`src/rtl/ca_pkg.sv`:
```
package ca_pkg;
  localparam logic [3:0] REG_INT  = 4'h0;
  localparam logic [3:0] REG_BC2  = 4'h1;
  localparam logic [3:0] REG_ALO  = 4'h4;
  localparam logic [3:0] REG_AHI  = 4'h5;
  localparam logic [3:0] REG_DATA = 4'h6;
  localparam logic [3:0] REG_BC   = 4'h7;
  localparam int SLOTS   = 2;
  localparam int CADDR_W = 14;

  typedef struct packed {
    logic               slot;
    logic               iosp;
    logic [CADDR_W-1:0] addr;
  } cyc_req_t;
endpackage

```
`src/rtl/ca_sync.sv`:
```
module ca_sync #(
  parameter int           W    = 2,
  parameter logic [W-1:0] INIT = '1
) (
  input  logic         clk_i,
  input  logic         rst_ni,
  input  logic [W-1:0] d_i,
  output logic [W-1:0] q_o
);
  logic [W-1:0] s1_q, s2_q;
  always_ff @(posedge clk_i or negedge rst_ni) begin
    if (!rst_ni) begin
      s1_q <= INIT;
      s2_q <= INIT;
    end else begin
      s1_q <= d_i;
      s2_q <= s1_q;
    end
  end
  assign q_o = s2_q;
endmodule

```
`src/rtl/ca_rst_timer.sv`:
```
module ca_rst_timer #(
  parameter int CYCLES = 1000
) (
  input  logic clk_i,
  input  logic rst_ni,
  input  logic start_i,
  output logic busy_o
);
  localparam int CW = (CYCLES < 2) ? 1 : $clog2(CYCLES + 1);
  localparam logic [CW-1:0] LAST = CW'(CYCLES - 1);

  logic [CW-1:0] cnt_q;
  logic          busy_q;

  always_ff @(posedge clk_i or negedge rst_ni) begin
    if (!rst_ni) begin
      busy_q <= 1'b0;
      cnt_q  <= '0;
    end else if (start_i && !busy_q) begin
      busy_q <= 1'b1;
      cnt_q  <= '0;
    end else if (busy_q) begin
      if (cnt_q == LAST) busy_q <= 1'b0;
      else               cnt_q  <= cnt_q + 1'b1;
    end
  end
  assign busy_o = busy_q;

  a_r6_start_sets_busy: assert property (@(posedge clk_i) disable iff (!rst_ni)
    (start_i && !busy_o) |=> busy_o);
  a_r6_no_early_release: assert property (@(posedge clk_i) disable iff (!rst_ni)
    (busy_o && cnt_q != LAST) |=> busy_o);
endmodule

```
`src/rtl/ca_card_cycle.sv`:
```
module ca_card_cycle
  import ca_pkg::*;
#(
  parameter int STROBE_CYCLES = 4
) (
  input  logic     clk_i,
  input  logic     rst_ni,
  input  logic     start_i,
  input  logic     rd_i,
  input  cyc_req_t req_i,
  input  logic [7:0] wdata_i,
  input  logic [7:0] card_rdata_i,
  output cyc_req_t req_o,
  output logic [7:0] wdata_o,
  output logic     busy_o,
  output logic     rd_strobe_o,
  output logic     wr_strobe_o,
  output logic     done_o,
  output logic [7:0] rdata_o
);
  localparam int SW = (STROBE_CYCLES < 2) ? 1 : $clog2(STROBE_CYCLES + 1);
  localparam logic [SW-1:0] LAST = SW'(STROBE_CYCLES - 1);

  logic [SW-1:0] cnt_q;
  logic          busy_q, rd_q, done_q;
  cyc_req_t      req_q;
  logic [7:0]    wdata_q, rdata_q;

  always_ff @(posedge clk_i or negedge rst_ni) begin
    if (!rst_ni) begin
      busy_q  <= 1'b0;
      rd_q    <= 1'b0;
      done_q  <= 1'b0;
      cnt_q   <= '0;
      req_q   <= '0;
      wdata_q <= '0;
      rdata_q <= '0;
    end else begin
      done_q <= 1'b0;
      if (start_i && !busy_q) begin
        busy_q  <= 1'b1;
        rd_q    <= rd_i;
        cnt_q   <= '0;
        req_q   <= req_i;
        if (!rd_i) wdata_q <= wdata_i;
      end else if (busy_q) begin
        if (cnt_q == LAST) begin
          busy_q <= 1'b0;
          done_q <= rd_q;
          if (rd_q) rdata_q <= card_rdata_i;
        end else begin
          cnt_q <= cnt_q + 1'b1;
        end
      end
    end
  end

  assign busy_o      = busy_q;
  assign rd_strobe_o = busy_q & rd_q;
  assign wr_strobe_o = busy_q & ~rd_q;
  assign done_o      = done_q;
  assign rdata_o     = rdata_q;
  assign req_o       = req_q;
  assign wdata_o     = wdata_q;

  a_r4_done_follows_read: assert property (@(posedge clk_i) disable iff (!rst_ni)
    done_o |-> $past(rd_strobe_o));
  a_r11_wdata_held: assert property (@(posedge clk_i) disable iff (!rst_ni)
    (busy_o && $past(busy_o)) |-> $stable(wdata_o));
endmodule

```
`src/rtl/ca_slot_ctrl.sv`:
```
module ca_slot_ctrl
  import ca_pkg::*;
#(
  parameter int STROBE_CYCLES = 4,
  parameter int RST_CYCLES    = 1000
) (
  input  logic        clk_i,
  input  logic        rst_ni,
  input  logic [3:0]  reg_addr_i,
  input  logic [7:0]  reg_wdata_i,
  input  logic        reg_we_i,
  input  logic        reg_re_i,
  output logic [7:0]  reg_rdata_o,
  output logic        reg_rvalid_o,
  output logic        cyc_busy_o,
  output logic [14:0] card_addr_o,
  output logic [1:0]  card_sel_o,
  output logic        card_iosp_o,
  output logic        card_rd_o,
  output logic        card_wr_o,
  output logic [7:0]  card_wdata_o,
  input  logic [7:0]  card_rdata_i,
  output logic [1:0]  card_rst_o,
  input  logic [1:0]  card_cd_n_i,
  output logic [1:0]  ts_en_o,
  output logic        irq_n_o,
  output logic [1:0]  ts_out_en_o,
  output logic [1:0]  tuner_rst_n_o
);
  // register state
  logic [7:1] alo_q;
  logic [6:0] ahi_q;
  logic       slot_q, iosp_q;
  logic [SLOTS-1:0] ts_q;
  logic [7:0] bc2_q;
  logic [7:1] ien_q;
  logic       pend_q;
  logic [7:0] rd_q;
  logic       rv_q;

  logic wr_hit_bc, rd_hit_int, data_acc;
  assign wr_hit_bc  = reg_we_i && reg_addr_i == REG_BC;
  assign rd_hit_int = reg_re_i && reg_addr_i == REG_INT;
  assign data_acc   = (reg_we_i || reg_re_i) && reg_addr_i == REG_DATA;

  // card detect and interrupt
  logic [SLOTS-1:0] cd_s, cd_prev_q, cd_chg;
  logic             int_hit;

  ca_sync #(.W(SLOTS), .INIT({SLOTS{1'b1}})) u_cd_sync (
    .clk_i (clk_i), .rst_ni(rst_ni), .d_i(card_cd_n_i), .q_o(cd_s)
  );

  assign cd_chg  = cd_s ^ cd_prev_q;
  assign int_hit = (cd_chg[0] & ien_q[6]) | (cd_chg[1] & ien_q[2]);

  always_ff @(posedge clk_i or negedge rst_ni) begin
    if (!rst_ni) begin
      cd_prev_q <= '1;
      pend_q    <= 1'b0;
    end else begin
      cd_prev_q <= cd_s;
      if (int_hit)         pend_q <= 1'b1;
      else if (rd_hit_int) pend_q <= 1'b0;
    end
  end
  assign irq_n_o = ~pend_q;

  // slot resets
  logic [SLOTS-1:0] rst_start, rst_busy;
  assign rst_start[0] = wr_hit_bc & reg_wdata_i[5];
  assign rst_start[1] = wr_hit_bc & reg_wdata_i[4];

  for (genvar s = 0; s < SLOTS; s++) begin : g_slot_rst
    ca_rst_timer #(.CYCLES(RST_CYCLES)) u_rst (
      .clk_i  (clk_i),
      .rst_ni (rst_ni),
      .start_i(rst_start[s]),
      .busy_o (rst_busy[s])
    );
  end
  assign card_rst_o = rst_busy;

  // card cycle engine
  cyc_req_t   req_new, req_cur;
  logic       cyc_busy, cyc_rd, cyc_wr, cyc_done;
  logic [7:0] cyc_rdata;

  assign req_new = '{slot: slot_q, iosp: iosp_q, addr: {ahi_q, alo_q}};

  ca_card_cycle #(.STROBE_CYCLES(STROBE_CYCLES)) u_cyc (
    .clk_i       (clk_i),
    .rst_ni      (rst_ni),
    .start_i     (data_acc),
    .rd_i        (reg_re_i),
    .req_i       (req_new),
    .wdata_i     (reg_wdata_i),
    .card_rdata_i(card_rdata_i),
    .req_o       (req_cur),
    .wdata_o     (card_wdata_o),
    .busy_o      (cyc_busy),
    .rd_strobe_o (cyc_rd),
    .wr_strobe_o (cyc_wr),
    .done_o      (cyc_done),
    .rdata_o     (cyc_rdata)
  );

  assign cyc_busy_o  = cyc_busy;
  assign card_rd_o   = cyc_rd;
  assign card_wr_o   = cyc_wr;
  assign card_addr_o = {req_cur.addr, 1'b0};
  assign card_iosp_o = req_cur.iosp;
  assign card_sel_o  = (cyc_rd | cyc_wr) ? (req_cur.slot ? 2'b10 : 2'b01) : 2'b00;

  // register writes
  always_ff @(posedge clk_i or negedge rst_ni) begin
    if (!rst_ni) begin
      alo_q  <= '0;
      ahi_q  <= '0;
      slot_q <= 1'b0;
      iosp_q <= 1'b0;
      ts_q   <= '0;
      bc2_q  <= 8'h0C;
      ien_q  <= '0;
    end else if (reg_we_i) begin
      unique case (reg_addr_i)
        REG_ALO: alo_q <= reg_wdata_i[7:1];
        REG_AHI: ahi_q <= reg_wdata_i[6:0];
        REG_BC: begin
          slot_q <= reg_wdata_i[7];
          iosp_q <= reg_wdata_i[6];
          ts_q   <= {reg_wdata_i[2], reg_wdata_i[3]};
        end
        REG_BC2: bc2_q <= reg_wdata_i;
        REG_INT: ien_q <= reg_wdata_i[7:1];
        default: ;
      endcase
    end
  end

  assign ts_en_o       = ts_q;
  assign ts_out_en_o   = bc2_q[5:4];
  assign tuner_rst_n_o = {bc2_q[2], bc2_q[3]};

  // register reads
  logic [7:0] rd_mux;
  always_comb begin
    unique case (reg_addr_i)
      REG_INT: rd_mux = {ien_q, pend_q};
      REG_BC2: rd_mux = bc2_q;
      REG_ALO: rd_mux = {alo_q, 1'b0};
      REG_AHI: rd_mux = {1'b0, ahi_q};
      REG_BC:  rd_mux = {slot_q, iosp_q, rst_busy[0], rst_busy[1],
                         ts_q[0], ts_q[1], cd_s[0], cd_s[1]};
      default: rd_mux = 8'h00;
    endcase
  end

  always_ff @(posedge clk_i or negedge rst_ni) begin
    if (!rst_ni) begin
      rd_q <= '0;
      rv_q <= 1'b0;
    end else begin
      rv_q <= reg_re_i && reg_addr_i != REG_DATA;
      if (reg_re_i) rd_q <= rd_mux;
    end
  end

  assign reg_rvalid_o = rv_q | cyc_done;
  assign reg_rdata_o  = cyc_done ? cyc_rdata : rd_q;

  a_r2_sel_onehot: assert property (@(posedge clk_i) disable iff (!rst_ni)
    (card_rd_o || card_wr_o) |-> $onehot(card_sel_o));
  a_r2_sel_idle: assert property (@(posedge clk_i) disable iff (!rst_ni)
    !(card_rd_o || card_wr_o) |-> card_sel_o == 2'b00);
  a_r11_addr_stable: assert property (@(posedge clk_i) disable iff (!rst_ni)
    (cyc_busy_o && $past(cyc_busy_o)) |-> $stable(card_addr_o));
  a_r9_irq_raise: assert property (@(posedge clk_i) disable iff (!rst_ni)
    int_hit |=> !irq_n_o);
  a_r9_irq_ack: assert property (@(posedge clk_i) disable iff (!rst_ni)
    (rd_hit_int && !int_hit) |=> irq_n_o);
  a_r3_strobe_excl: assert property (@(posedge clk_i) disable iff (!rst_ni)
    $onehot0({card_rd_o, card_wr_o}));
endmodule

```
`config.mk`:
```
export PLATFORM = sky130hd
export DESIGN_NAME = ca_slot_ctrl
export DESIGN_NICKNAME = d
export VERILOG_FILES = /design/src/rtl/ca_pkg.sv /design/src/rtl/ca_sync.sv /design/src/rtl/ca_rst_timer.sv /design/src/rtl/ca_card_cycle.sv /design/src/rtl/ca_slot_ctrl.sv
export SDC_FILE = /design/constraint.sdc
export NUM_CORES = 1
export LEC_CHECK = 0
export ABC_AREA = 1
export BUFFER_PORTS_ARGS = -buffer_cell sky130_fd_sc_hd__buf_2
export CAP_MARGIN = 10
export CORE_ASPECT_RATIO = 1.4
export CORE_MARGIN = 3
export CORE_UTILIZATION = 57
export CTS_CLUSTER_DIAMETER = 100
export DETAILED_ROUTE_END_ITERATION = 12
export GPL_TIMING_DRIVEN = 0
export PLACE_DENSITY = 0.89
export SKIP_LAST_GASP = 1
export SLEW_MARGIN = 0
export SYNTH_ARGS = -nofsm -noshare
export SYNTH_HDL_FRONTEND = slang
export SYNTH_HIERARCHICAL = 1
export SYNTH_SLANG_ARGS = --single-unit
```
`constraint.sdc`:
```
create_clock -name clk_i -period 2 [get_ports clk_i]
set_input_delay 0.1 -clock clk_i [delete_from_list [all_inputs] [get_ports clk_i]]
set_output_delay 0.1 -clock clk_i [all_outputs]
set_load 0.005 [all_outputs]
```
==> results of run 1 <==
-- layer usage --
layer	part of all wire	routed length, microns	up-vias
met5	0	0	-
met2	0.53	6785	148
met1	0.38	4883	2217
met4	0.038	485	0
li1	-	-	2253
met3	0.047	597	38
-- what timing repair did --
item | in CTS | in global routing
hold endpoints to repair | 70 | 0
hold buffers | 11 | 0
setup buffers | 0 | 0
-- state kept, by name, indices dropped and copies added (netlist names), 2 cells and up --
register / count
u_cyc/wdata_o: 8
u_cyc/req_o: 16
ts_en_o: 2
u_cyc/cnt_q: 3
ien_q: 7
g_slot_rst.u_rst/cnt_q: 20
bc2_q: 8
cd_prev_q: 2
u_cd_sync/s1_q: 2
u_cd_sync/q_o: 2
rd_q: 8
ahi_q: 7
u_cyc/rdata_o: 8
g_slot_rst.u_rst/busy_o: 2
alo_q: 7
-- area by class of cell --
| cell class | instances | area (sq um) |
|---|---|---|
| multi-input combinational | 456 | 2151 |
| clock buffer | 13 | 260.3 |
| fill | 657 | 2603 |
| timing repair buffer | 83 | 495.5 |
| buffer | 26 | 178.9 |
| sequential | 109 | 2738 |
| inverter | 55 | 207.7 |
| clock inverter | 3 | 43.79 |
| tap | 105 | 131.4 |
-- final timing paths --
path | to | start | cells after the start
worst max register to register | g_slot_rst[0].u_rst/cnt_q[5] | g_slot_rst[0].u_rst/cnt_q[0] | 9
worst min-delay path | u_cyc/wdata_o[0] | reg_wdata_i[0] | 3
worst max-delay path | card_sel_o[1] | u_cyc/busy_o | 6
max in group asynchronous | u_cd_sync/s1_q[1] | rst_ni | 3
min in group asynchronous | u_cyc/cnt_q[1] | rst_ni | 2
worst min register to register | u_cd_sync/q_o[1] | u_cd_sync/s1_q[1] | 0
-- worst max-delay path, cell delays in order, from the launching register on --
cell and delay, ps:
dfrtp_1 430, inv_2 200, buf_4 200, nor2_1 60, nor2_1 150, nor2_1 60
buf_2 120
-- synth_stat cells (6+ instances only) --
cell type  instances
dfstp_2            8
buf_2              8
buf_4             11
nor2_1            29
inv_2              6
nand4_1           23
dfrtp_1          101
o21ai_0            6
nor2_4             6
inv_1             47
nand3_1           62
nand2_1          254
nor2_2             8
o21a_1            15
o21ai_1           24
-- cells by family after synthesis --
group                    synth area share
AO/OA/AOI/OAI                     0.06143
XOR/XNOR                         0.003321
adder cells (fa/ha/maj)          0.009488
buffers and inverters             0.07329
flip-flops                         0.5190
other                           0.0007109
AND/OR/NAND/NOR                    0.3328
-- power by group --
| part | internal, mW | switching, mW | total, mW |
|---|---|---|---|
| Sequential | 2.66 | 0.312 | 2.97 |
| Clock | 1.04 | 0.761 | 1.80 |
| Combinational | 0.555 | 0.693 | 1.25 |
| Total | 4.26 | 1.77 | 6.02 |
-- stage by stage --
step / total power [mW] / setup WS, ps / util / setup TNS (ps)
2_1_floorplan: 3.651 / 618.9 / - / 0
3_3_place_gp: 4.129 / -274.9 / 0.6541 / -27090
3_5_place_dp: 4.232 / 93.31 / 0.6575 / 0
4_1_cts: 6.055 / 338.9 / 0.7045 / 0
5_1_grt: 6.372 / 260.3 / 0.7045 / 0
6_report: 6.024 / 341.8 / 0.7045 / 0
==> summary.txt, run 1 <==
Drt
  – DRT Wirelength: 12.75 mm
  – Vias: 4656
  – 1st-pass router iterations: 7
  – WL/cell: 15.00 microns
  – Antenna-violating nets left: 0
  – # DRC: 0
  – Vias/cell: 5.478
  – Initial DRC count: 244

Cells and area
  – Commonest cells after routing, fill and taps aside: nand2_1, dfrtp_1, buf_2, nand3_1, inv_1
  – Final Instance Area: 6206 sq um
  – Post-route insts no fill: 850
  – Ant. Diodes: 0
  – Synth-to-Final Area Change: 17.65%
  – Final nets: 770
  – Layout cells sized above 1: 0.2054
  – Most common cell after layout, fill and taps aside: nand2_1

Placed design
  – Placed cell count: 823
  – Post-DP Area: 5792 sq um
  – Input/output buffers: 71
  – Final Wtd Congestion: 0.8523
  – Dpl hpwl: 9.139 mm

Timing
  – Max Fclk: 603.1 MHz
  – RSZ-0062 raised after global routing: false
  – Hold Fails Final Rpt: 0
  – Rel. slew slack: 0.4575
  – Final period utilization: 0.8291
  – Skew final: 5.292 ps
  – Hold Slack: 20.58 ps
  – Final setup viols: 0
  – Final Max Slew Viols: 0
  – Post-layout min period: 1658 ps
  – Worst-margin pin slew: 813.7 ps

Critical path
  – Max FO, Critical Path: 10
  – CP Launch Type: register
  – FF-to-FF setup slack: 470 ps
  – Worst Path Arrival: 1560 ps
  – Crit. End Element: primary output
  – Crit Path Category: reg -> out
  – Critical path data required time: 1900 ps

Floorplan
  – I/O Pins: 73
  – CORE AREA: 8808 sq um
  – Die extent in y: 119.8 microns
  – Die area: 10460 sq um
  – Initial Utilization: 0.5989
  – Rows: 40
  – Die W: 87.31 microns

GRT
  – Grt met2 use: 0.4675
  – Met3 Use GR: 0.04533
  – Grt total ovfl: 0
  – Total GRT Usage: 0.2601
  – GRT met1 Usage: 0.2838
  – Gr busiest metal: met2
  – Largest net degree at the start of global routing: 63
  – Initial antenna violation count: 0
  – Vias in the first global route: 4755
  – First-pass GRT wire length: 21.36 mm

Synthesis
  – Post-synth EDFFs: 0
  – Yosys warns: 6
  – FF+latch count, synth: 109
  – Post-Syn Nets: 676
  – Top FF cell, synth: dfrtp_1
  – Post-synth ARST share: 1.000
  – Ranking of synthesized cells by area: dfrtp_1, nand2_1, nand3_1, dfstp_2, inv_1
  – Mapped Area: 5275 sq um
  – Sequential fraction of the synthesis area: 0.5190
  – Syn Inst Count: 646
  – Distinct cells, synth: 32
  – Yosys top cell area share: 0.4791
  – Synthesized area per cell: 8.166 sq um
  – Synth area leader: dfrtp_1

Clock network
  – Quantity of gates resized following cts: 0
  – Clock root cell: clkbuf_16
  – Clk sinks: 109
  – CTS tree: done
  – Total CTS buffers: 9
  – Clk Latency, worst-skew pair: 340 ps
  – H-tree level count: 3
  – CTS max path bufs: 2
  – Clock transition at the registers of the reported paths: 70 ps

Power
  – Peak supply drop: 834.6 uV
  – Pwr Density: 970.6 nW/um^2
  – Cell leakage power: 3.330 nW

Hold path
  – Hold WC Path Type: in -> reg

Status
  – Status: finished clean

Job
  – Max-cap violation count: 0
No activity file was read; power rests on OpenSTA's default activity.
==> inputs of run 2 (changes only) <==
clock period = 1.7 ns   (was 2 ns; I/O delays follow)
==> run 2 against run 1 <==
  * Cell area rose by 0.14%
  * Setup slack worse by 270 ps
  * Cell count stayed put
  * Critical path type is now in -> reg
  * Largest cell class unchanged
  * Highest routed layer unchanged
==> summary.txt, run 2 (synthesis gave the netlist of run 1 again) <==
Cells and area
  – Fillcell total: 658
  – Most common cell after layout, fill and taps aside: nand2_1
  – Largest reg by FF count: g_slot_rst.u_rst/cnt_q
  – Post-layout util: 0.7055
  – Layout cells sized above 1: 0.2054
  – Commonest cells after routing, fill and taps aside: nand2_1, dfrtp_1, buf_2, nand3_1, inv_1
  – Post-route insts no fill: 850
  – Final nets: 770
  – Area of the multi-input gates: 2151 sq um
  – Synth-to-Final Area Change: 17.81%
  – Ant. Diodes: 0
  – Register area: 2738 sq um
  – Largest register FFs: 20

Critical path
  – CP peak stage delay: 330 ps
  – Worst Path Buf+Inv: 6
  – CP Cell Sequence: buf_2, clkbuf_1, inv_1, clkbuf_1, a21oi_1, buf_4, buf_2, nand3_1, nand2_1
  – Worst R2R End: g_slot_rst[0].u_rst/cnt_q[5]
  – Critical path data required time: 1980 ps
  – CP max-delay cell: clkbuf_1
  – CP Launch Type: input port
  – Critical Path Start: reg_re_i
  – Crit. End Element: register
  – Crit Path Category: in -> reg
  – Crit path max-delay family: buffers and inverters
  – Worst Path Arrival: 1910 ps
  – FF-to-FF setup slack: 170 ps
  – Max FO, Critical Path: 10
  – Worst r2r path cells: 9
  – FF-to-FF Start: g_slot_rst[0].u_rst/cnt_q[0]

GRT
  – Total GRT Usage: 0.2602
  – First-pass GRT wire length: 21.38 mm
  – Gr busiest metal: met2
  – Grt met2 use: 0.4675
  – Largest net degree at the start of global routing: 63
  – Initial antenna violation count: 0
  – GRT met1 Usage: 0.2842
  – Grt total ovfl: 0
  – Vias in the first global route: 4764
  – Met3 Use GR: 0.04533

Drt
  – Initial DRC count: 207
  – WL/cell: 15.04 microns
  – # DRC: 0
  – Vias: 4653
  – DRT Wirelength: 12.79 mm
  – Antenna-violating nets left: 0
  – Vias/cell: 5.474
  – 1st-pass router iterations: 7

Placed design
  – Final Wtd Congestion: 0.8523
  – Dpl hpwl: 9.139 mm
  – Input/output buffers: 71
  – Placed cell count: 823
  – Worst slack, placed: -191.7 ps

Timing
  – Total Negative Setup Slacks: 0 ps
  – RSZ-0062 raised after global routing: false
  – Hold Fails Final Rpt: 0
  – Post-route setup slack: 75.89 ps
  – Skew final: 5.860 ps
  – Final setup viols: 0
  – Rel. slew slack: 0.4593
  – Final Max Slew Viols: 0
  – Worst-margin pin slew: 811.1 ps
  – Max Fclk: 615.7 MHz
  – Final period utilization: 0.9554
  – Post-layout min period: 1624 ps

Clock network
  – Clk Latency, worst-skew pair: 340 ps
  – H-tree level count: 3
  – CTS tree: done
  – CTS max path bufs: 2
  – Clock transition at the registers of the reported paths: 70 ps
  – Total CTS buffers: 9
  – Clk sinks: 109
  – Clock root cell: clkbuf_16
  – Post-CTS setup buffer count: 0

Hold path
  – Hold WC Path Type: in -> reg
  – Worst hold start: reg_wdata_i[1]
  – Hold Path Sink: u_cyc/wdata_o[1]
  – Hold depth: 3

Floorplan
  – Die area: 10460 sq um
  – Die W: 87.31 microns
  – Initial Utilization: 0.5989
  – Rows: 40
  – Die extent in y: 119.8 microns
  – CORE AREA: 8808 sq um
  – I/O Pins: 73

Job
  – Max-cap violation count: 0

Power
  – Sw Share: 0.2931
  – Pint: 5.013 mW
  – Clock power frac: 0.298
  – Pwr Density: 1141 nW/um^2
  – Sw power: 2.078 mW
  – Logic pwr share: 0.207
  – Peak supply drop: 993.2 uV
  – Flop pwr share: 0.495
  – Cell leakage power: 3.334 nW

Status
  – Status: finished clean
run 2: changes by cell type in the layout (fill, tap and decap cells not counted):
cell,change
clkbuf_1,-1
inv_4,+1
dlygate4sd3_1,+1
inv_2,-1
run 2: routing by layer:
metal / vias to the layer above / share of wire
met5: - / 0
met4: 0 / 0.038
met3: 35 / 0.046
met2: 151 / 0.53
met1: 2221 / 0.38
li1: 2246 / -
run 2: cell type report:
cell class,instances,area share
buffer,25,0.02819
timing repair buffer,84,0.08134
tap,105,0.02114
clock buffer,13,0.04188
clock inverter,3,0.007047
sequential,109,0.4405
inverter,55,0.03382
multi-input combinational,456,0.3461
run 2: repair_timing:
action	4_1_cts	5_1_grt
endpoints found under the setup margin	0	4
hold endpoints to repair	71	0
gates resized for setup	0	1
hold buffers	12	0
run 2: metrics by stage:
step                total power, mW  area (sq um)  hold WS (ps)
floorplan                     4.295          5275        -210.6
CTS                           7.126          6216         17.81
finish                        7.092          6215         23.44
global placement              4.858          5762         190.3
global route                  7.506          6215         38.26
detailed placement            4.979          5792         194.0
run 2: power groups by stage:
stage	logic [mW]	clock network, mW	registers, mW
floorplan	0.828	0	3.47
global placement	1.35	0	3.51
detailed placement	1.45	0	3.53
CTS	1.49	2.15	3.49
global route	1.67	2.26	3.57
finish	1.47	2.11	3.51
run 2: tightest hold or removal path: cells and delay by family:
family / cells / cell delay (ps)
AND/OR/NAND/NOR: 2 / 140
buffers and inverters: 1 / 110
run 2: worst max path at each step:
| stage | to | slack (ps) | cells past startpoint |
|---|---|---|---|
| after floorplan | g_slot_rst[0].u_rst/cnt_q[0] | 320 | 9 |
| after global placement | pend_q | -560 | 1 |
| after detailed placement | u_cyc/wdata_o[6] | -190 | 9 |
| after CTS | card_sel_o[0] | 50 | 6 |
| after global routing | u_cyc/wdata_o[7] | 10 | 9 |
| final | u_cyc/req_o[7] | 80 | 9 |
==> inputs of run 3 (changes only) <==
CORE_UTILIZATION = 60   (was 57)
CTS_BUF_LIST = sky130_fd_sc_hd__clkbuf_2 sky130_fd_sc_hd__clkbuf_4 sky130_fd_sc_hd__clkbuf_8   (was not set)
PLACE_DENSITY = 0.93   (was 0.89)
==> run 3 against run 2 <==
  * Clock-buffer cell count down 1
  * Hold slack better by 30 ps
  * Die area fell by 4.7%
  * Clock power down 32%
  * Register-to-register slack worse by 20 ps
  * Cell count grew 0.59%
  * Sequential power hardly changed
  * Via count rose by 0.26%
  * Critical path type is now reg -> out
  * Non-clock buffer count grew 8
  * Setup slack improved by 19 ps
==> summary.txt, run 3 (synthesis gave the netlist of run 1 again) <==
Status
  – Status: finished clean

Critical path
  – Worst r2r path cells: 9
  – Worst Path Arrival: 1520 ps
  – Crit Path Category: reg -> out
  – Crit. End Element: primary output
  – FF-to-FF setup slack: 150 ps
  – CP Launch Type: register
  – Max FO, Critical Path: 10
  – Critical path data required time: 1620 ps

Clock network
  – CTS max path bufs: 2
  – Post-CTS setup buffer count: 0
  – Clock root cell: clkbuf_8
  – CTS tree: done
  – Clock transition at the registers of the reported paths: 90 ps
  – Clk sinks: 109
  – Total CTS buffers: 9
  – H-tree level count: 3
  – Clk Latency, worst-skew pair: 380 ps

Timing
  – Post-layout min period: 1606 ps
  – Final Max Slew Viols: 0
  – Max Fclk: 622.8 MHz
  – Final period utilization: 0.9444
  – RSZ-0062 raised after global routing: false
  – Skew final: 17.24 ps
  – Hold Fails Final Rpt: 0
  – Final setup viols: 0
  – Hold Slack: 53.93 ps

GRT
  – Total GRT Usage: 0.2662
  – Largest net degree at the start of global routing: 74
  – Vias in the first global route: 4549
  – First-pass GRT wire length: 21.02 mm
  – Initial antenna violation count: 0
  – Grt total ovfl: 0

Floorplan
  – Die W: 85.25 microns
  – Die extent in y: 116.9 microns
  – Initial Utilization: 0.6322
  – CORE AREA: 8344 sq um
  – Rows: 39
  – I/O Pins: 73
  – Die area: 9969 sq um

Drt
  – Initial DRC count: 391
  – DRT Wirelength: 12.49 mm
  – Antenna-violating nets left: 0
  – 1st-pass router iterations: 6
  – Vias/cell: 5.456
  – # DRC: 0
  – Vias: 4665
  – WL/cell: 14.61 microns

Hold path
  – Hold WC Path Type: in -> reg
  – Hold depth: 3

Power
  – Total power: 6.425 mW
  – Pwr Density: 1041 nW/um^2
  – Peak supply drop: 833.2 uV
  – Cell leakage power: 3.309 nW

Cells and area
  – Synth-to-Final Area Change: 16.98%
  – Largest reg by FF count: g_slot_rst.u_rst/cnt_q
  – Commonest cells after routing, fill and taps aside: nand2_1, dfrtp_1, buf_2, nand3_1, inv_1
  – Largest register FFs: 20
  – Ant. Diodes: 0
  – Most common cell after layout, fill and taps aside: nand2_1
  – Layout cells sized above 1: 0.2085
  – Final nets: 778
  – Register area: 2739 sq um
  – Area of the multi-input gates: 2155 sq um
  – Fillcell total: 619
  – Post-layout util: 0.7395

Placed design
  – Dpl hpwl: 9.055 mm
  – Input/output buffers: 71
  – Final Wtd Congestion: 0.9377

Job
  – Max-cap violation count: 0
run 3: layer usage:
metal / vias to the layer above / track usage / wire [microns]
li1: 2258 / - / -
met1: 2220 / 0.3027 / 4824
met2: 147 / 0.4850 / 6573
met3: 40 / 0.03711 / 547
met4: 0 / 0.1394 / 545
met5: - / 0 / 0
run 3: critical path, cell delays in order, from the launching register on:
cell and delay (ps):
dfrtp_2 460, inv_4 130, buf_4 180, nor2_1 70, nor2_1 140, nor2_1 50
buf_2 120
run 3: path summary, 6_finish.rpt:
| kind | from | to |
|---|---|---|
| hold reg to reg | u_cd_sync/s1_q[0] | u_cd_sync/q_o[0] |
| max in group asynchronous | rst_ni | cd_prev_q[0] |
| min in group asynchronous | rst_ni | u_cyc/cnt_q[2] |
| setup / recovery | u_cyc/busy_o | card_sel_o[1] |
| hold / removal | reg_addr_i[0] | rv_q |
| setup reg to reg | g_slot_rst[1].u_rst/cnt_q[0] | g_slot_rst[1].u_rst/cnt_q[4] |
run 3: stage by stage:
step           std cells  worst slack [ps]  area (sq um)  setup TNS (ps)
6_report             855             94.47          6171               0
3_5_place_dp         820            -157.9          5788           -2915
3_3_place_gp         819            -545.1          5758          -57030
2_1_floorplan        646             318.9          5275               0
5_1_grt              855             17.42          6171               0
4_1_cts              856             21.29          6167               0
run 3: final cells by class:
type | instances | area share
Sequential cell | 109 | 0.4438
Multi-Input combinational cell | 456 | 0.3491
Timing Repair Buffer | 92 | 0.09489
Inverter | 55 | 0.03406
Buffer | 25 | 0.02839
Clock buffer | 12 | 0.02474
Tap cell | 102 | 0.02068
Clock inverter | 4 | 0.004258
run 3: repair_timing:
item / 4_1_cts / 5_1_grt
hold buffers: 20 / 0
endpoints found under the setup margin: 0 / 16
hold endpoints to repair: 55 / 0
resized for setup: 0 / 3
run 3: power by group:
part	internal [mW]	total [mW]	switching, mW
clock network	0.604	1.44	0.840
logic	0.664	1.47	0.810
registers	3.13	3.51	0.377
total	4.40	6.43	2.03
